### config.mk
export PLATFORM = sky130hd
export DESIGN_NAME = slp_ctrl_top
export DESIGN_NICKNAME = d
export VERILOG_FILES = /design/src/rtl/slp_pkg.sv /design/src/rtl/slp_mode_decode.sv /design/src/rtl/slp_wake_filter.sv /design/src/rtl/slp_halt_timer.sv /design/src/rtl/slp_ctrl_top.sv
export SDC_FILE = /design/constraint.sdc
export NUM_CORES = 1
export LEC_CHECK = 0
export BUFFER_PORTS_ARGS = -buffer_cell sky130_fd_sc_hd__clkbuf_2
export CELL_PAD_IN_SITES_DETAIL_PLACEMENT = 0
export CELL_PAD_IN_SITES_GLOBAL_PLACEMENT = 1
export CORE_ASPECT_RATIO = 1.4
export CORE_MARGIN = 2
export CORE_UTILIZATION = 25
export CTS_BUF_LIST = sky130_fd_sc_hd__clkbuf_4
export CTS_CLUSTER_DIAMETER = 30
export DETAILED_ROUTE_END_ITERATION = 7
export GPL_TIMING_DRIVEN = 0
export PLACE_DENSITY_LB_ADDON = 0.3
export SYNTH_ARGS = -nofsm -noshare
export SYNTH_HDL_FRONTEND = slang
export SYNTH_HIERARCHICAL = 1
export SYNTH_SLANG_ARGS = --single-unit
### constraint.sdc
create_clock -name clk -period 4.35 [get_ports clk]
set_input_delay 0.2175 -clock clk [delete_from_list [all_inputs] [get_ports clk]]
set_output_delay 0.2175 -clock clk [all_outputs]
set_load 0.005 [all_outputs]
### src/rtl/slp_pkg.sv
package slp_pkg;
    typedef enum logic [1:0] {
        ST_RUN     = 2'd0,
        ST_SLEEP   = 2'd1,
        ST_STARTUP = 2'd2,
        ST_HOLD    = 2'd3
    } slp_state_e;

    typedef struct packed {
        logic cpu;
        logic flash;
        logic io;
        logic adc;
        logic pll;
        logic osc;
    } clk_gate_t;

    localparam logic [2:0] MODE_IDLE  = 3'b000;
    localparam logic [2:0] MODE_ANR   = 3'b001;
    localparam logic [2:0] MODE_PDOWN = 3'b010;
    localparam logic [2:0] MODE_STBY  = 3'b110;

    localparam clk_gate_t GATES_AWAKE = '{cpu: 1'b1, flash: 1'b1, io: 1'b1,
                                          adc: 1'b1, pll: 1'b1, osc: 1'b1};
endpackage

### src/rtl/slp_mode_decode.sv
module slp_mode_decode
    import slp_pkg::*;
(
    input  logic [2:0] mode,
    output clk_gate_t  gates,
    output logic       long_start,
    output logic       adc_trig_ok,
    output logic       pd_sel
);
    always_comb begin
        gates       = '{cpu: 1'b0, flash: 1'b0, io: 1'b1, adc: 1'b1, pll: 1'b1, osc: 1'b1};
        long_start  = 1'b0;
        adc_trig_ok = 1'b1;
        pd_sel      = 1'b0;
        unique case (mode)
            MODE_ANR: begin
                gates = '{cpu: 1'b0, flash: 1'b0, io: 1'b0, adc: 1'b1, pll: 1'b0, osc: 1'b1};
            end
            MODE_PDOWN: begin
                gates       = '{default: 1'b0};
                long_start  = 1'b1;
                adc_trig_ok = 1'b0;
                pd_sel      = 1'b1;
            end
            MODE_STBY: begin
                gates       = '{cpu: 1'b0, flash: 1'b0, io: 1'b0, adc: 1'b0, pll: 1'b0, osc: 1'b1};
                long_start  = 1'b1;
                adc_trig_ok = 1'b0;
            end
            default: begin
                // Idle and every reserved code keep the Idle pattern set above
            end
        endcase
    end
endmodule

### src/rtl/slp_wake_filter.sv
module slp_wake_filter #(
    parameter int               N_IRQ        = 8,
    parameter logic [N_IRQ-1:0] PD_WAKE_MASK = 8'h8F
) (
    input  logic [N_IRQ-1:0] irq_req,
    input  logic [N_IRQ-1:0] irq_en,
    input  logic             pd_sel,
    output logic             wake
);
    logic [N_IRQ-1:0] live;
    logic [N_IRQ-1:0] mask;

    always_comb begin
        mask = pd_sel ? PD_WAKE_MASK : {N_IRQ{1'b1}};
        live = irq_req & irq_en & mask;
        wake = |live;
    end
endmodule

### src/rtl/slp_halt_timer.sv
module slp_halt_timer #(
    parameter int CNT_W = 3
) (
    input  logic             clk,
    input  logic             rst_n,
    input  logic             load,
    input  logic [CNT_W-1:0] load_val,
    output logic             done
);
    logic [CNT_W-1:0] cnt_q;

    always_ff @(posedge clk or negedge rst_n) begin
        if (!rst_n)              cnt_q <= '0;
        else if (load)           cnt_q <= load_val;
        else if (cnt_q != '0)    cnt_q <= cnt_q - 1'b1;
    end

    assign done = (cnt_q == '0);
endmodule

### src/rtl/slp_ctrl_top.sv
module slp_ctrl_top
    import slp_pkg::*;
#(
    parameter int               N_IRQ        = 8,
    parameter logic [N_IRQ-1:0] PD_WAKE_MASK = 8'h8F,
    parameter int               STARTUP_CYC  = 6,
    parameter int               HOLD_CYC     = 4
) (
    input  logic             clk,
    input  logic             rst_n,
    input  logic             rst_req,
    input  logic             sleep_en,
    input  logic [2:0]       sleep_mode,
    input  logic             sleep_cmd,
    input  logic [N_IRQ-1:0] irq_req,
    input  logic [N_IRQ-1:0] irq_en,
    input  logic             adc_en,
    output logic             clk_cpu_en,
    output logic             clk_flash_en,
    output logic             clk_io_en,
    output logic             clk_adc_en,
    output logic             clk_pll_en,
    output logic             osc_en,
    output logic             core_halt,
    output logic             wake_irq,
    output logic             adc_start
);
    localparam int MAX_CYC = (STARTUP_CYC > HOLD_CYC) ? STARTUP_CYC : HOLD_CYC;
    localparam int CNT_W   = $clog2(MAX_CYC + 1);
    localparam logic [CNT_W-1:0] START_LOAD = CNT_W'((STARTUP_CYC > 0) ? STARTUP_CYC - 1 : 0);
    localparam logic [CNT_W-1:0] HOLD_LOAD  = CNT_W'((HOLD_CYC > 0) ? HOLD_CYC - 1 : 0);
    localparam bit HAS_STARTUP = (STARTUP_CYC > 0);

    slp_state_e state_q, state_d;
    logic [2:0] mode_q;
    logic [2:0] mode_sel;
    clk_gate_t  dec_gates, gates_q;
    logic       long_start, adc_trig_ok, pd_sel;
    logic       wake, tmr_load, tmr_done;
    logic [CNT_W-1:0] tmr_val;
    logic       accept_sleep;
    logic       halt_q, wake_irq_q, adc_start_q;

    assign mode_sel = (state_q == ST_RUN) ? sleep_mode : mode_q;

    slp_mode_decode u_dec (
        .mode        (mode_sel),
        .gates       (dec_gates),
        .long_start  (long_start),
        .adc_trig_ok (adc_trig_ok),
        .pd_sel      (pd_sel)
    );

    slp_wake_filter #(
        .N_IRQ        (N_IRQ),
        .PD_WAKE_MASK (PD_WAKE_MASK)
    ) u_wake (
        .irq_req (irq_req),
        .irq_en  (irq_en),
        .pd_sel  (pd_sel),
        .wake    (wake)
    );

    slp_halt_timer #(.CNT_W(CNT_W)) u_tmr (
        .clk      (clk),
        .rst_n    (rst_n),
        .load     (tmr_load),
        .load_val (tmr_val),
        .done     (tmr_done)
    );

    assign accept_sleep = !rst_req && sleep_cmd && sleep_en;

    // next-state logic
    always_comb begin
        state_d = state_q;
        unique case (state_q)
            ST_RUN: begin
                if (accept_sleep) state_d = ST_SLEEP;
            end
            ST_SLEEP: begin
                if (rst_req)   state_d = ST_RUN;
                else if (wake) state_d = (long_start && HAS_STARTUP) ? ST_STARTUP : ST_HOLD;
            end
            ST_STARTUP: begin
                if (rst_req)       state_d = ST_RUN;
                else if (tmr_done) state_d = ST_HOLD;
            end
            ST_HOLD: begin
                if (rst_req)       state_d = ST_RUN;
                else if (tmr_done) state_d = ST_RUN;
            end
            default: state_d = ST_RUN;
        endcase
    end

    always_comb begin
        tmr_load = (state_d != state_q) &&
                   ((state_d == ST_STARTUP) || (state_d == ST_HOLD));
        tmr_val  = (state_d == ST_STARTUP) ? START_LOAD : HOLD_LOAD;
    end

    // state register
    always_ff @(posedge clk or negedge rst_n) begin
        if (!rst_n) begin
            state_q <= ST_RUN;
            mode_q  <= MODE_IDLE;
        end else begin
            state_q <= state_d;
            if (state_q == ST_RUN && state_d == ST_SLEEP) mode_q <= sleep_mode;
        end
    end

    // registered outputs, driven from the next state only
    always_ff @(posedge clk or negedge rst_n) begin
        if (!rst_n) begin
            gates_q     <= GATES_AWAKE;
            halt_q      <= 1'b0;
            wake_irq_q  <= 1'b0;
            adc_start_q <= 1'b0;
        end else begin
            unique case (state_d)
                ST_RUN:     gates_q <= GATES_AWAKE;
                ST_SLEEP:   gates_q <= dec_gates;
                ST_STARTUP: begin
                    gates_q     <= dec_gates;
                    gates_q.osc <= 1'b1;
                end
                ST_HOLD:    gates_q <= GATES_AWAKE;
                default:    gates_q <= GATES_AWAKE;
            endcase
            halt_q      <= (state_d != ST_RUN);
            wake_irq_q  <= (state_q == ST_HOLD) && (state_d == ST_RUN) && !rst_req;
            adc_start_q <= (state_q == ST_RUN) && (state_d == ST_SLEEP) && adc_trig_ok && adc_en;
        end
    end

    assign clk_cpu_en   = gates_q.cpu;
    assign clk_flash_en = gates_q.flash;
    assign clk_io_en    = gates_q.io;
    assign clk_adc_en   = gates_q.adc;
    assign clk_pll_en   = gates_q.pll;
    assign osc_en       = gates_q.osc;
    assign core_halt    = halt_q;
    assign wake_irq     = wake_irq_q;
    assign adc_start    = adc_start_q;
endmodule

==> metrics.txt, run 1 <==
outcome=finished, final reports clean; met2 routed WL=1.08 mm; # setup viols final=0; initial antenna violation count=0; largest fanout on the critical path=7; fin crit share=60.7%; Post-Route M1 WL=840 um; Sink Count=17; total number of vias=748; area share of the largest cell type after synthesis=30.0%; number of global-route vias before repair=721; mean post-synth cell area=10.8 sq um; Wirelength per Cell=12.3 um; TritonRoute pass-1 iters=4; IO Count=34; ys flop type=dfrtp_1; CP dominant cell by count=nor2_1; Max stage delay on crit path=0.45 ns; # rows=26; first-pass GRT wire length=3.04 mm; Placed Cells=161; worst r2r src=state_q[0]$_DFF_PN0_; count of cell types in the netlist=34; drt via density=4.51; static leakage=0.579 nW; yosys warns=6; skew final=0.00282 ns; fin crit period=2.64 ns; Worst Setup Start Kind=flop; final core occ=32.9%; WL met3=97 um; share of post-route cells with drive strength above 1=46.8%; largest net degree at the start of global routing=18; cells along the critical path=nor2_1, mux2_2, nor2b_4, inv_2, nor2_2, o211ai_1, nand3b_1, o21a_1, nor2_1, nor2b_1, a221oi_1; clock latency on the worst-skew pair=0.29 ns; Async SR Flop Fraction=100%; Fin Setup TNS=0 ns; critical hold path startpoint=adc_en; final WL=2.05 mm; CP Capture Type=flop; grt ovf=0; crit path kind=reg -> reg; Fin. Hold Viols=0; worst path bufs/invs=1; chip width=55.2 um; CTS root buf=clkbuf_4; Final ANT Viol Nets=0; CTS max path bufs=2; Synth area leader=dfrtp_1; synth cell count leaders=dfrtp_1 (11), nand3b_1 (9), inv_1 (8); Die Ht=75.7 um; highest ir drop seen on vdd=0.152 mV; Final nets=152; First DRT Iteration DRCs=12; Data arrival, critical path=2.84 ns; TritonCTS Buffers=3; Gates resized, CTS repair=0; unrepaired setup endpoints after global routing=no; Placer Congestion=0.785; cell area power density=412 nW/um^2; count leader, synth=dfrtp_1; # fillers=393; total track usage=9.45%; Final Max Slew Viols=0; max-cap viol count=0; IO Port Bufs=33; starting density of the core=25.7%; top routing layer in use=met4; crit path launch=state_q[0]$_DFF_PN0_; crit path max-delay cell type=dfrtp_1; Area Overhead vs Synth=28.2%; DIE AREA=4180 sq um; worst hold path class=in -> reg; Synth Register Bits=17; fmax=379 MHz; ranking of synthesized cells by area=dfrtp_1 (30%), dfstp_2 (17%), nand3b_1 (7.4%), mux2_2 (7.4%), inv_1 (3.3%); Post-Syn Instances=85; EDFF count, synth=0; WP data required=4.55 ns; Post-Syn Area=918 sq um; CTS clk-pin slew, worst paths=0.11 ns; sequential area share after synthesis=47.1%; Non-Filler Instances=166; Largest delay share family, worst path=simple AND/OR/NAND/NOR gates; Antenna Cells=0; TritonCTS clock tree=built; total number of H-tree levels=1; hpwl dp=1.61 mm; Core ar.=3580 sq um; # DRC=0
-- worst reg2reg max path, delay by kind of cell, from the launching register on --
| kind | cells | cell delay (ns) |
|---|---|---|
| buffers and inverters | 1 | 0.06 |
| and+or+nand+nor | 6 | 1.01 |
| DFF | 1 | 0.45 |
| AOI/OAI and AO/OA | 3 | 0.64 |
| muxes | 1 | 0.39 |
-- power by group --
group,leakage [nW],total (W),switching (W),internal (W)
combinational,0.360,0.000175,0.0000816,0.0000936
clock,0.0177,0.0000872,0.0000530,0.0000342
sequential,0.201,0.000223,0.0000228,0.000200
total,0.579,0.000485,0.000157,0.000328
-- stage by stage --
| step | hold WS (ns) | setup WS, ns | power (W) | cell area, sq um |
|---|---|---|---|---|
| floorplan | -0.0781 | 2.10 | 0.000347 | 922 |
| detailed placement | 0.188 | 1.68 | 0.000404 | 1140 |
| CTS | 0.141 | 1.66 | 0.000496 | 1180 |
| global route | 0.145 | 1.43 | 0.000526 | 1180 |
| finish | 0.152 | 1.71 | 0.000485 | 1180 |
| global placement | 0.178 | 1.76 | 0.000396 | 1140 |
-- state kept, by name, summed over array words and instances, names as in the netlist --
name          cells
core_halt         1
wake_irq          1
osc_en            1
u_tmr/cnt_q       3
clk_flash_en      1
mode_q            3
state_q           2
clk_io_en         1
clk_adc_en        1
clk_pll_en        1
adc_start         1
clk_cpu_en        1
-- path summary, 6_finish.rpt --
check | to | slack, ns | depth (start not counted)
max | u_tmr/cnt_q[0]$_DFFE_PN0P_ | 1.71 | 11
min | adc_start$_DFF_PN0_ | 0.15 | 2
max reg2reg | u_tmr/cnt_q[0]$_DFFE_PN0P_ | 1.71 | 11
min reg2reg | mode_q[0]$_DFFE_PN0P_ | 0.52 | 1
max in group asynchronous | osc_en$_DFF_PN1_ | 3.61 | 2
min in group asynchronous | mode_q[0]$_DFFE_PN0P_ | 0.40 | 2
-- cell usage in the layout (no fill, tap or decap), drive strengths merged, types with 2 or more instances in the layout --
master / count
mux2: 6
inv: 9
clkbuf: 36
dfstp: 6
a21o: 2
nor2: 6
nand2b: 4
a222oi: 2
conb: 3
nor2b: 4
nor4b: 2
nand3b: 9
dfrtp: 11
buf: 3
nand2: 2
ha: 2
-- final cells by class --
| cell class | count | area, sq um | share of cell area [%] |
|---|---|---|---|
| Tap cell | 42 | 52.6 | 4.46 |
| Sequential cell | 17 | 433 | 36.8 |
| Clock buffer | 3 | 22.5 | 1.91 |
| Inverter | 9 | 33.8 | 2.87 |
| Multi-Input combinational cell | 57 | 433 | 36.8 |
| Clock inverter | 1 | 5.00 | 0.425 |
| Timing Repair Buffer | 34 | 175 | 14.9 |
| Buffer | 3 | 22.5 | 1.91 |
-- kinds of logic after synthesis --
logic type	share of synthesized area (%)
buf+inv	6.13
other cells	0.818
flops	47.1
fa+ha+maj	2.72
compound gates	11.0
mux	7.36
simple gates	24.8
-- routing by layer --
layer	GRT usage [%]	vias up
met5	0	-
met4	4.88	0
met3	2.38	4
met2	18.4	18
met1	9.35	354
li1	-	372
-- repair_timing --
action                    4_1_cts  5_1_grt
hold buffers                    1        0
setup buffers                   0        0
hold endpoints to repair       11        0
(Power assumes the default switching activity.)
==> run 2: changes to the inputs <==
clock period = 2.3 ns   (was 4.35 ns; I/O delays follow)
==> run 2 against run 1 <==
Compared with the run above: total power rose by 100%; largest cell class is now multi-input combinational cells; global-route usage rose by 0.33 points; clock skew grew 0.0017 ns; critical endpoint is now u_tmr/cnt_q[1]$_DFFE_PN0P_; core utilization up 2.6 points; critical path depth stayed put; clock power is 92% higher; fmax grew 17%; final area is 7.9% higher; wire length is 2.6% higher; via count is 4.4% higher; die area is the same.
==> metrics.txt, run 2 (synthesis results as in run 1) <==
cells along the critical path=nor2_4, mux2_4, nor2b_4, inv_2, nor2_2, o211ai_1, nand3b_1, o21a_1, nor2_4, inv_1, a311oi_1; Antenna Cells=0 (unchanged); total track usage=9.78% (+0.33 points); Wirelength per Cell=12.2 um (-0.94%); TritonCTS clock tree=built; Placed Cells=161 (unchanged); WP data required=2.51 ns (-2.04 ns); share of post-route cells with drive strength above 1=57.7% (+11 points); fmax=445 MHz (+17%); worst hold path class=in -> reg; WHS Endpoint=adc_start$_DFF_PN0_; total number of H-tree levels=1 (unchanged); Comb pwr share=39.7% (+3.6 points); initial antenna violation count=0 (unchanged); # rows=26 (unchanged); Worst Hold Path Cells=2 (unchanged); dpl ws=-0.373 ns (-2.05 ns); fin crit share=97.7% (+37 points); TritonCTS Buffers=3 (unchanged); final WL=2.10 mm (+2.6%); final core occ=35.5% (+2.6 points); chip width=55.2 um (unchanged); First DRT Iteration DRCs=11 (-1); crit path max-delay cell type=dfrtp_2; Non-Filler Instances=172 (+3.6%); drt via density=4.54 (+0.77%); cell area power density=776 nW/um^2 (+88%); total number of vias=781 (+4.4%); crit path kind=reg -> reg; share of total power in the clock network=17.0% (-1.0 points); Die Ht=75.7 um (unchanged); worst r2r dst=u_tmr/cnt_q[1]$_DFFE_PN0P_; CTS max path bufs=2 (unchanged); Worst Setup Start Kind=flop; switching part of the total=32.9% (+0.45 points); # DRC=0 (unchanged); hpwl dp=1.61 mm (unchanged); CP Capture Type=flop; post-layout instance area=1270 sq um (+7.9%); Sequential Power Share=43.3% (-2.6 points); highest ir drop seen on vdd=0.281 mV (+85%); grt ovf=0 (unchanged); largest net degree at the start of global routing=18 (unchanged); Max stage delay on crit path=0.44 ns (about the same); Fin. Hold Viols=0 (unchanged); biggest regs=mode_q: 3 flops, u_tmr/cnt_q: 3 flops, state_q: 2 flops; Sink Count=17 (unchanged); PnR worst setup slack=0.0525 ns (-1.66 ns); skew final=0.00454 ns (+0.00172 ns); Core ar.=3580 sq um (unchanged); DIE AREA=4180 sq um (unchanged); cell area after placement=1140 sq um (unchanged); CP dominant cell by count=nor2_4; commonest non-fill, non-tap cells in the layout=clkbuf_2 (33), nand3b_1 (9), dfrtp_1 (9), buf_4 (9), inv_1 (7); Data arrival, critical path=2.46 ns (-0.38 ns); CTS clk-pin slew, worst paths=0.11 ns (about the same); Final Max Slew Viols=0 (unchanged); commonest non-fill, non-tap cell in the layout=clkbuf_2; R2R Setup Slk=0.05 ns (-1.66 ns); largest fanout on the critical path=7 (unchanged); unrepaired setup endpoints after global routing=yes; Int Power=0.000661 W (+100%); IO Count=34 (unchanged); clock latency on the worst-skew pair=0.30 ns (about the same); Final nets=158 (+3.9%); TritonRoute pass-1 iters=4 (unchanged); Final ANT Viol Nets=0 (unchanged); outcome=finished, final reports clean; # setup viols final=0 (unchanged); Worst R2R Path Depth=11 (unchanged); starting density of the core=25.7% (unchanged); Sw Pwr=0.000324 W (+110%); max-cap viol count=0 (unchanged); worst r2r src=state_q[0]$_DFF_PN0_; critical hold path startpoint=adc_en; Area Overhead vs Synth=38.3%; Total Power=0.000985 W (+100%); Placer Congestion=0.785 (unchanged); fin crit period=2.25 ns (-0.391 ns); static leakage=0.615 nW (+6.2%); first-pass GRT wire length=3.18 mm (+4.5%); IO Port Bufs=33 (unchanged); CTS root buf=clkbuf_4; number of global-route vias before repair=771 (+6.9%)
[run 2: metal layers]
metal / share of wire (%) / up-vias / wire length (um) / track usage [%]
met3: 4.1 / 4 / 86 / 2.38
li1: - / 383 / - / -
met1: 40 / 376 / 848 / 9.45
met4: 1.4 / 0 / 29 / 4.88
met5: 0 / - / 0 / 0
met2: 54 / 18 / 1140 / 19.4
[run 2: layout make-up]
cell class / count / area [sq um]
repair buffers: 40 / 220
clock inverters: 1 / 5.00
inverters: 9 / 33.8
plain buffers: 3 / 22.5
well taps: 42 / 52.6
fillers: 386 / 2310
clock buffers: 3 / 22.5
flip-flops and latches: 17 / 435
multi-input cells: 57 / 478
[run 2: how the worst max path moves through the flow]
stage / to / cells after the start / start / slack (ns)
final: u_tmr/cnt_q[1]$_DFFE_PN0P_ / 11 / state_q[0]$_DFF_PN0_ / 0.05
after global routing: u_tmr/cnt_q[0]$_DFFE_PN0P_ / 11 / state_q[0]$_DFF_PN0_ / -0.11
after CTS: u_tmr/cnt_q[0]$_DFFE_PN0P_ / 11 / state_q[1]$_DFF_PN0_ / 0.0002
after detailed placement: u_tmr/cnt_q[0]$_DFFE_PN0P_ / 11 / state_q[0]$_DFF_PN0_ / -0.37
after global placement: u_tmr/cnt_q[0]$_DFFE_PN0P_ / 11 / state_q[0]$_DFF_PN0_ / -0.29
after floorplan: u_tmr/cnt_q[0]$_DFFE_PN0P_ / 11 / state_q[0]$_DFF_PN0_ / 0.05
[run 2: through the flow]
step                      TNS, ns  hold WS (ns)
after global routing       -0.312        0.0425
final                           0        0.0451
after CTS                       0        0.0389
after global placement     -0.996        0.0753
after floorplan                 0        -0.181
after detailed placement    -1.37        0.0854
[run 2: power groups by stage]
stage	sequential [W]	combinational (W)	clock, W
global route	0.000436	0.000432	0.000194
global placement	0.000424	0.000325	0
floorplan	0.000418	0.000238	0
finish	0.000427	0.000391	0.000167
CTS	0.000423	0.000366	0.000176
detailed placement	0.000428	0.000336	0
[run 2: worst max-delay path, delay by kind of cell (launching register included)]
kind,cells,cell delay [ns]
AND/OR/NAND/NOR,5,0.67
buffers and inverters,2,0.14
AO/OA/AOI/OAI,3,0.59
multiplexers,1,0.32
flip-flops,1,0.44
[run 2: timing repair]
action                                  4_1_cts  5_1_grt
gates resized for setup                       7        7
hold buffers                                  1        0
setup buffers                                 3        3
endpoints found under the hold margin        11        0
pin swaps                                     1        4
endpoints found under the setup margin       10        4
